## config.mk

```make
export PLATFORM = sky130hd
export DESIGN_NAME = msr_write_unit
export DESIGN_NICKNAME = d
export VERILOG_FILES = /design/src/rtl/msr_wr_pkg.sv /design/src/rtl/msr_index_decode.sv /design/src/rtl/msr_fault_check.sv /design/src/rtl/msr_reg_file.sv /design/src/rtl/msr_write_unit.sv
export SDC_FILE = /design/constraint.sdc
export NUM_CORES = 1
export LEC_CHECK = 0
export BUFFER_PORTS_ARGS = -buffer_cell sky130_fd_sc_hd__buf_4
export CAP_MARGIN = 20
export CORE_ASPECT_RATIO = 1.4
export CORE_MARGIN = 1
export CORE_UTILIZATION = 40
export DETAILED_ROUTE_END_ITERATION = 10
export GPL_TIMING_DRIVEN = 0
export PLACE_DENSITY = 0.62
export SETUP_SLACK_MARGIN = 0.05
export SLEW_MARGIN = 20
export SYNTH_ARGS = -nofsm -noshare
export SYNTH_HDL_FRONTEND = slang
export SYNTH_HIERARCHICAL = 1
export SYNTH_SLANG_ARGS = --single-unit
```

## constraint.sdc

```tcl
create_clock -name clk -period 17 [get_ports clk]
set_input_delay 0 -clock clk [delete_from_list [all_inputs] [get_ports clk]]
set_output_delay 0 -clock clk [all_outputs]
set_load 0.05 [all_outputs]
```

## src/rtl/msr_wr_pkg.sv

```systemverilog
package msr_wr_pkg;

  typedef enum logic [1:0] {
    FLT_NONE = 2'd0,
    FLT_GP   = 2'd1,
    FLT_UD   = 2'd2
  } fault_e;

  localparam int unsigned IDX_W     = 32;
  localparam int unsigned DATA_W    = 64;
  localparam int unsigned VA_BITS   = 48;
  localparam int unsigned NUM_SLOTS = 8;

  typedef struct packed {
    logic [IDX_W-1:0]  idx;
    logic [DATA_W-1:0] rsvd;
    logic              canon;
    logic              range_reg;
  } slot_desc_t;

  // Table of implemented registers.
  function automatic slot_desc_t slot_desc(input int unsigned s);
    slot_desc_t d;
    d = '0;
    case (s)
      0: d = '{32'h0000_0010, 64'h0, 1'b0, 1'b0};
      1: d = '{32'h0000_001B, 64'hFFFF_FFF0_0000_02FF, 1'b0, 1'b0};
      2: d = '{32'h0000_0200, 64'hFFFF_FFF0_0000_0F00, 1'b0, 1'b1};
      3: d = '{32'h0000_0201, 64'hFFFF_FFF0_0000_07FF, 1'b0, 1'b1};
      4: d = '{32'h0000_06E0, 64'h0, 1'b0, 1'b0};
      5: d = '{32'h0000_0808, 64'hFFFF_FFFF_FFFF_FF00, 1'b0, 1'b0};
      6: d = '{32'hC000_0082, 64'h0, 1'b1, 1'b0};
      7: d = '{32'hC000_0100, 64'h0, 1'b1, 1'b0};
      default: d = '0;
    endcase
    return d;
  endfunction

  function automatic logic skips_serialize(input logic [IDX_W-1:0] idx);
    return (idx == 32'h0000_06E0) ||
           ((idx >= 32'h0000_0802) && (idx <= 32'h0000_083F));
  endfunction

endpackage

```

## src/rtl/msr_index_decode.sv

```systemverilog
module msr_index_decode
  import msr_wr_pkg::*;
#(
  parameter int unsigned SLOTS  = NUM_SLOTS,
  localparam int unsigned SLOT_W = (SLOTS > 1) ? $clog2(SLOTS) : 1
) (
  input  logic [IDX_W-1:0]  idx,
  output logic              hit,
  output logic [SLOT_W-1:0] slot,
  output logic [DATA_W-1:0] rsvd_mask,
  output logic              canon_req,
  output logic              range_reg
);
  logic [SLOTS-1:0] match;

  for (genvar g = 0; g < SLOTS; g++) begin : g_cmp
    assign match[g] = (idx == slot_desc(g).idx);
  end

  always_comb begin
    hit       = 1'b0;
    slot      = '0;
    rsvd_mask = '0;
    canon_req = 1'b0;
    range_reg = 1'b0;
    for (int s = 0; s < SLOTS; s++) begin
      if (match[s] && !hit) begin
        hit       = 1'b1;
        slot      = SLOT_W'(s);
        rsvd_mask = slot_desc(s).rsvd;
        canon_req = slot_desc(s).canon;
        range_reg = slot_desc(s).range_reg;
      end
    end
  end
endmodule

```

## src/rtl/msr_fault_check.sv

```systemverilog
module msr_fault_check
  import msr_wr_pkg::*;
(
  input  logic              lock_prefix,
  input  logic [1:0]        cpl,
  input  logic              mode_real,
  input  logic              mode_v86,
  input  logic              idx_hit,
  input  logic [DATA_W-1:0] rsvd_mask,
  input  logic              canon_req,
  input  logic [DATA_W-1:0] value,
  output fault_e            fault
);
  logic mode_bad, rsvd_bad, canon_bad;
  logic [DATA_W-VA_BITS:0] top_bits;

  assign top_bits  = value[DATA_W-1:VA_BITS-1];
  assign mode_bad  = mode_v86 || (!mode_real && (cpl != 2'd0));
  assign rsvd_bad  = |(value & rsvd_mask);
  assign canon_bad = canon_req && !((&top_bits) || !(|top_bits));

  // Priority: invalid opcode, mode/privilege, index, reserved, canonical.
  always_comb begin
    if (lock_prefix)   fault = FLT_UD;
    else if (mode_bad) fault = FLT_GP;
    else if (!idx_hit) fault = FLT_GP;
    else if (rsvd_bad) fault = FLT_GP;
    else if (canon_bad) fault = FLT_GP;
    else               fault = FLT_NONE;
  end
endmodule

```

## src/rtl/msr_reg_file.sv

```systemverilog
module msr_reg_file
  import msr_wr_pkg::*;
#(
  parameter int unsigned SLOTS  = NUM_SLOTS,
  localparam int unsigned SLOT_W = (SLOTS > 1) ? $clog2(SLOTS) : 1
) (
  input  logic              clk,
  input  logic              rst_n,
  input  logic              wr_en,
  input  logic [SLOT_W-1:0] wr_slot,
  input  logic [DATA_W-1:0] wr_data,
  input  logic              rd_hit,
  input  logic [SLOT_W-1:0] rd_slot,
  output logic [DATA_W-1:0] rd_data
);
  logic [DATA_W-1:0] mem [SLOTS];

  for (genvar g = 0; g < SLOTS; g++) begin : g_slot
    always_ff @(posedge clk) begin
      if (!rst_n)                               mem[g] <= '0;
      else if (wr_en && (wr_slot == SLOT_W'(g))) mem[g] <= wr_data;
    end

    AST_SLOT_HOLDS: assert property (@(posedge clk) disable iff (!rst_n)
      !(wr_en && (wr_slot == SLOT_W'(g))) |=> $stable(mem[g]));
  end

  assign rd_data = rd_hit ? mem[rd_slot] : '0;
endmodule

```

## src/rtl/msr_write_unit.sv

```systemverilog
module msr_write_unit
  import msr_wr_pkg::*;
#(
  parameter int unsigned SLOTS  = NUM_SLOTS,
  localparam int unsigned SLOT_W = (SLOTS > 1) ? $clog2(SLOTS) : 1
) (
  input  logic        clk,
  input  logic        rst_n,
  input  logic        req_valid,
  output logic        req_ready,
  input  logic [63:0] req_idx,
  input  logic [63:0] req_hi,
  input  logic [63:0] req_lo,
  input  logic [1:0]  cpl,
  input  logic        mode_real,
  input  logic        mode_v86,
  input  logic        mode_long,
  input  logic        lock_prefix,
  input  logic [31:0] dbg_idx,
  output logic [63:0] dbg_data,
  output logic        rsp_valid,
  output logic [1:0]  rsp_fault,
  output logic        rsp_serialize,
  output logic        rsp_tlb_flush
);
  logic [IDX_W-1:0]  idx;
  logic [DATA_W-1:0] value, rsvd_mask, dbg_mask_nc;
  logic              hit, canon_req, range_reg, commit;
  logic              dbg_hit, dbg_canon_nc, dbg_range_nc;
  logic [SLOT_W-1:0] slot, dbg_slot;
  fault_e            fault;
  logic              unused_bits;

  assign unused_bits = ^{req_idx[63:32], req_hi[63:32], req_lo[63:32], mode_long,
                         dbg_mask_nc, dbg_canon_nc, dbg_range_nc};

  assign req_ready = 1'b1;
  assign idx       = req_idx[31:0];
  assign value     = {req_hi[31:0], req_lo[31:0]};

  msr_index_decode #(.SLOTS(SLOTS)) u_wr_dec (
    .idx(idx), .hit(hit), .slot(slot), .rsvd_mask(rsvd_mask),
    .canon_req(canon_req), .range_reg(range_reg));

  msr_index_decode #(.SLOTS(SLOTS)) u_rd_dec (
    .idx(dbg_idx), .hit(dbg_hit), .slot(dbg_slot), .rsvd_mask(dbg_mask_nc),
    .canon_req(dbg_canon_nc), .range_reg(dbg_range_nc));

  msr_fault_check u_chk (
    .lock_prefix(lock_prefix), .cpl(cpl), .mode_real(mode_real),
    .mode_v86(mode_v86), .idx_hit(hit), .rsvd_mask(rsvd_mask),
    .canon_req(canon_req), .value(value), .fault(fault));

  assign commit = req_valid && (fault == FLT_NONE);

  msr_reg_file #(.SLOTS(SLOTS)) u_regs (
    .clk(clk), .rst_n(rst_n), .wr_en(commit), .wr_slot(slot),
    .wr_data(value), .rd_hit(dbg_hit), .rd_slot(dbg_slot), .rd_data(dbg_data));

  always_ff @(posedge clk) begin
    if (!rst_n) begin
      rsp_valid     <= 1'b0;
      rsp_fault     <= FLT_NONE;
      rsp_serialize <= 1'b0;
      rsp_tlb_flush <= 1'b0;
    end else begin
      rsp_valid     <= req_valid;
      rsp_fault     <= req_valid ? fault : FLT_NONE;
      rsp_serialize <= commit && !skips_serialize(idx);
      rsp_tlb_flush <= commit && range_reg;
    end
  end

  AST_RSP_FOLLOWS_REQ: assert property (@(posedge clk) disable iff (!rst_n)
    rsp_valid |-> $past(req_valid));
  AST_IDLE_QUIET: assert property (@(posedge clk) disable iff (!rst_n)
    !rsp_valid |-> (rsp_fault == 2'd0) && !rsp_serialize && !rsp_tlb_flush);
  AST_LOCK_UD: assert property (@(posedge clk) disable iff (!rst_n)
    req_valid && lock_prefix |=> rsp_valid && (rsp_fault == 2'd2));
  AST_V86_GP: assert property (@(posedge clk) disable iff (!rst_n)
    req_valid && !lock_prefix && mode_v86 |=> rsp_fault == 2'd1);
  AST_NOSER_RANGE: assert property (@(posedge clk) disable iff (!rst_n)
    req_valid && ((req_idx[31:0] == 32'h6E0) ||
                  (req_idx[31:0] >= 32'h802 && req_idx[31:0] <= 32'h83F))
    |=> !rsp_serialize);
  AST_FAULT_NO_SIDE: assert property (@(posedge clk) disable iff (!rst_n)
    rsp_valid && (rsp_fault != 2'd0) |-> !rsp_serialize && !rsp_tlb_flush);
endmodule

```

==> metrics, run 1 <==
number of hold violations in the final report 0; DRT Wirelength 72500 um; port bufs 204; WL met3 about 3300 um; Final Non-Filler Cells between 3000 and 4000; die width 215 um; initial cell density of the core 40.4%; post-CTS sizing 0; pin slew with the least headroom to its limit 1010 ps; Die ar. approximately 65000 sq um; Avg Synthesized Cell Area 14.2 sq um; Total Power 2.71 mW; max incr delay on CP 760 ps; status complete, but fails checks; global-route wire length before repair ~110000 um; Crit Path Category input pin to flip-flop; detailed route wirelength on metal2 37600 um; Fin Hold WS 251 ps; final worst-path cycle share 31.7%; Int Pwr 2.13 mW; Nets 2380; Min-Delay Path Class input pin to flip-flop; placed cell count 2852; core area about 63000 sq um; vias in the first global route 16800; minimum clock period 5380 ps; CP delay by family, top simple AND/OR/NAND/NOR gates; Peak Freq 186 MHz; PD cells between 80 and 90 nW/um^2; Final Setup Violations 0; DR DRC count 4; fillcell total 5494; post-synthesis cell area between 20000 and 30000 sq um; Tot GR Track Use 22.4%; commonest non-fill, non-tap cells in the layout and2_1, edfxtp_1, buf_4; layout cells sized above 1 30.3%; Clk pwr share 39.1%; Logic pwr share 6.3%; First DRT Iteration DRCs 1291; DRT Pass-1 Iters 8; IR drop worst, VDD ~0.064 mV; CP Capture Type flip-flop; DRT met1 WL 28900 um; violated checks design-rule violations; post-CTS setup buffer count 0; routed len/inst 24.0 um; area of the multi-input gates 8780 sq um; RSZ-0062 raised after global routing no; die height 301 um; CTS max path bufs 3; area occupied by registers 15500 sq um; critical path required time 17280 ps; max_cap viols 0; GRT overflow 0; Critical Path AT 5660 ps; clk slew on worst S/H paths 60 ps; yosys warns 6; Worst Path Buf+Inv 6; via/cell ratio around 5.4; Core Rows approximately 110; HPWL Detailed 51400 um; sequential share of power 54.6%; H-Tree Depth 2; CTS sink cnt a little over 500; Post-DRT Antenna Nets 0; CTS Buf Count 49; post-layout util 49.3%; CTS tree done; largest net degree at the start of global routing 30; Max transition margin about a third; CP Cell Sequence dlygate4sd3_1 > buf_4 > nor4_1 > nand4_1 > or3_4 > inv_1 > buf_4 > a22o_1 > a221oi_1 > nand4_1 > nor4_1 > a31oi_1 > nor3b_2 > nand2_1 > o21ai_4 > buf_16 > buf_16; switching share of power between 20% and 30%; switching pwr 0.581 mW; Post-Syn Instances 1787; Lkg Pwr approximately 11 nW; layout overhead on the synthesized area 22.0%; Clock Tree Root clkbuf_16; IO Pins 303; crit path max fanout 26; Slew Limit Fails 0; highest routed layer met5; initial antenna violation count 3; most common cell after layout, fill and taps aside and2_1; CP max stage cell o21ai_4; setup TNS 0 ps; GP Congestion 0.848; Via Count 16200; syn nets 2020; Critical Path Start Type input pin
-- per-stage QoR --
step,cell area (sq um),worst slack (ps)
final,31100,11620
after global routing,31100,11420
after CTS,31100,11780
after detailed placement,28800,11720
after global placement,28000,2360
after floorplan,25500,8480
-- power by group through the flow --
stage,registers [mW],clock network [mW],logic (mW)
2_1_floorplan,1.51,0,0.0567
3_3_place_gp,1.52,0,0.134
3_5_place_dp,1.51,0,0.157
4_1_cts,1.48,1.08,0.171
5_1_grt,1.49,1.12,0.181
6_report,1.48,1.06,0.170
-- state kept, by name, indices dropped and copies added, names as in the netlist --
signal         flops
rsp_fault          2
rsp_serialize      1
rsp_tlb_flush      1
rsp_valid          1
u_regs/mem       512
-- path summary, 6_finish.rpt --
check | from | to | cells past startpoint
max | req_idx[24] | u_regs/mem[5][32] | 17
min | req_valid | rsp_fault[1] | 3
-- per-layer routing --
layer	up-vias	track usage (%)
met3	137	2.48
met4	2	8.92
met1	8148	27.2
li1	7324	-
met2	546	40.6
met5	-	0
-- what timing repair did --
item,in CTS,in global routing
hold buffers,76,0
endpoints found under the setup margin,0,0
hold endpoints to repair,517,0
-- worst min-delay path: cells and delay by family --
family / cells / cell delay (ps)
buffers and inverters: 2 / 660
and+or+nand+nor: 1 / 130
-- layout make-up --
class,count,share of cell area (%)
timing repair buffer,309,9.45
clock inverter,25,0.608
multi-input combinational,1038,28.3
sequential,517,49.8
antenna,1,0.00805
clock buffer,64,4.26
inverter,67,0.809
buffer,165,3.44
tap,832,3.35
Note: power is estimated with default switching activity, not from simulation.
==> run 2, diff against run 1 <==
clock period = 5.2 ns   (was 17 ns; I/O delays follow)
==> metrics, run 2 (synthesis results as in run 1) <==
setup TNS 0 ps (unchanged); Min-Delay Path Class input pin to flip-flop; routed len/inst 24.1 um (+0.44%); Clock Tree Root clkbuf_16; PD cells 287 nW/um^2 (+230%); CP max stage cell nor3b_2; Nets 2390 (+0.42%); commonest non-fill, non-tap cells in the layout and2_1, edfxtp_1, buf_4; layout cells sized above 1 30.9% (+0.62 points); RSZ-0062 raised after global routing no; worst hold path depth 7 (+4); most common cell after layout, fill and taps aside and2_1; H-Tree Depth 2 (unchanged); HPWL Detailed 51700 um (+0.68%); CTS sink cnt 517 (unchanged); First DRT Iteration DRCs 1232 (-4.6%); Critical Path AT 5080 ps (-580 ps); CTS max path bufs 3 (unchanged); Final Non-Filler Cells 3028 (+0.33%); CTS Buf Count 49 (unchanged); Largest regs u_regs/mem (512), rsp_fault (2); final worst-path cycle share 92.0%; initial cell density of the core 40.4% (unchanged); Die ar. 64700 sq um (unchanged); via/cell ratio 5.37 (+0.37%); IR drop worst, VDD 0.226 mV (+250%); area of the multi-input gates 8790 sq um (about the same); DRT Pass-1 Iters 5 (-3); die width 215 um (unchanged); Hold Startpoint req_idx[5]; DR DRC count 0 (-4); post-layout util 49.6% (+0.34 points); Slew Limit Fails 0 (unchanged); placed cell count 2857 (+0.18%); crit path max fanout 26 (unchanged); Final Setup Violations 0 (unchanged); DRT Wirelength 73100 um (+0.77%); area occupied by registers 15500 sq um (unchanged); Via Count 16300 (+0.71%); status completed; IO Pins 303 (unchanged); CTS tree done; minimum clock period 4780 ps; max incr delay on CP 620 ps (-140 ps); Total Power 8.97 mW (+230%); Post-DRT Antenna Nets 0 (unchanged); vias in the first global route 17000 (+1.2%); Tot GR Track Use 22.5% (+0.078 points); most used cell, CP buf_16; number of hold violations in the final report 0 (unchanged); die height 301 um (unchanged); initial antenna violation count 4 (+1); GRT overflow 0 (unchanged); layout overhead on the synthesized area 22.8%; CP Capture Type flip-flop; Peak Freq 209 MHz; global-route wire length before repair 108000 um (+0.26%); core area 63000 sq um (unchanged); fillcell total 5491 (-0.055%); Max transition margin 23.5% (-9.2 points); CP Cell Sequence buf_4 > nor4b_1 > nand4_1 > or3_4 > inv_1 > a31o_2 > a22o_1 > a221oi_1 > nand3_1 > nor3_1 > a31oi_1 > nor3b_2 > nand2_1 > o21ai_4 > buf_16 > buf_16 > buf_8; max_cap viols 0 (unchanged); pin slew with the least headroom to its limit 1150 ps (+139 ps); Lkg Pwr 11.3 nW (+0.90%); Worst Hold Path EP rsp_fault[0]; Core Rows 109 (unchanged); GP Congestion 0.836 (-1.4%); largest net degree at the start of global routing 30 (unchanged); Critical Path Start Type input pin; max reg flops 512 (unchanged); port bufs 204 (unchanged); Reg with most FFs u_regs/mem; critical path required time 5500 ps (-11780 ps); clk slew on worst S/H paths 60 ps (about the same); Crit Path Category input pin to flip-flop
## run 2: cell types whose count changed in the layout (fill, tap and decap cells not counted), sizes merged
cell and delta:
diode +2, buf +10, bufinv +2, clkinvlp +1, inv -1, clkbuf -4
## run 2: where the power goes
part           internal, mW  switching (mW)
registers              4.78          0.0543
logic                 0.254           0.313
clock network          2.02            1.54
total                  7.06            1.91
## run 2: layer usage
| layer | up-vias | GRT usage, % | routed length (um) |
|---|---|---|---|
| met5 | - | 0 | 13 |
| met4 | 2 | 6.87 | 2080 |
| met3 | 120 | 2.83 | 3280 |
| met2 | 480 | 41.6 | 38900 |
| met1 | 8328 | 27.2 | 28800 |
| li1 | 7341 | - | - |
## run 2: worst max-delay path by stage
stage          cells past startpoint         from  slack [ps]           endpoint
5_1_grt                           17  req_idx[23]         260  u_regs/mem[6][61]
3_3_place_gp                      14  req_idx[23]       -2770  u_regs/mem[7][33]
2_1_floorplan                     13   req_idx[9]         330   u_regs/mem[1][0]
3_5_place_dp                      16  req_idx[23]        -270  u_regs/mem[0][17]
4_1_cts                           16  req_idx[23]         350   u_regs/mem[0][4]
6_report                          17  req_idx[11]         420  u_regs/mem[6][35]
## run 2: area by class of cell
type	count	share of cell area, %
Clock inverter	27	0.840
Tap cell	832	3.33
Sequential cell	517	49.5
Buffer	165	3.42
Inverter	67	0.804
Multi-Input combinational cell	1038	28.1
Timing Repair Buffer	319	9.88
Clock buffer	60	4.15
Antenna cell	3	0.0240
## run 2: worst max-delay path: cells and delay by family
kind	cells	cell delay, ps
AO/OA/AOI/OAI	5	1900
AND/OR/NAND/NOR	7	2020
buffers and inverters	5	1120
## run 2: stage by stage
step                      instance area [sq um]  hold WS (ps)  setup slack [ps]
after global routing                      31300           183               260
after global placement                    28100           224             -2770
after CTS                                 31200           105               347
after floorplan                           25500           122               327
final                                     31300           141               417
after detailed placement                  28900           233              -272
## run 2: timing repair
action	in CTS	in global routing
endpoints found under the setup margin	0	65
gates resized for setup	0	1
setup buffers	0	5
hold buffers	76	0
endpoints found under the hold margin	517	0
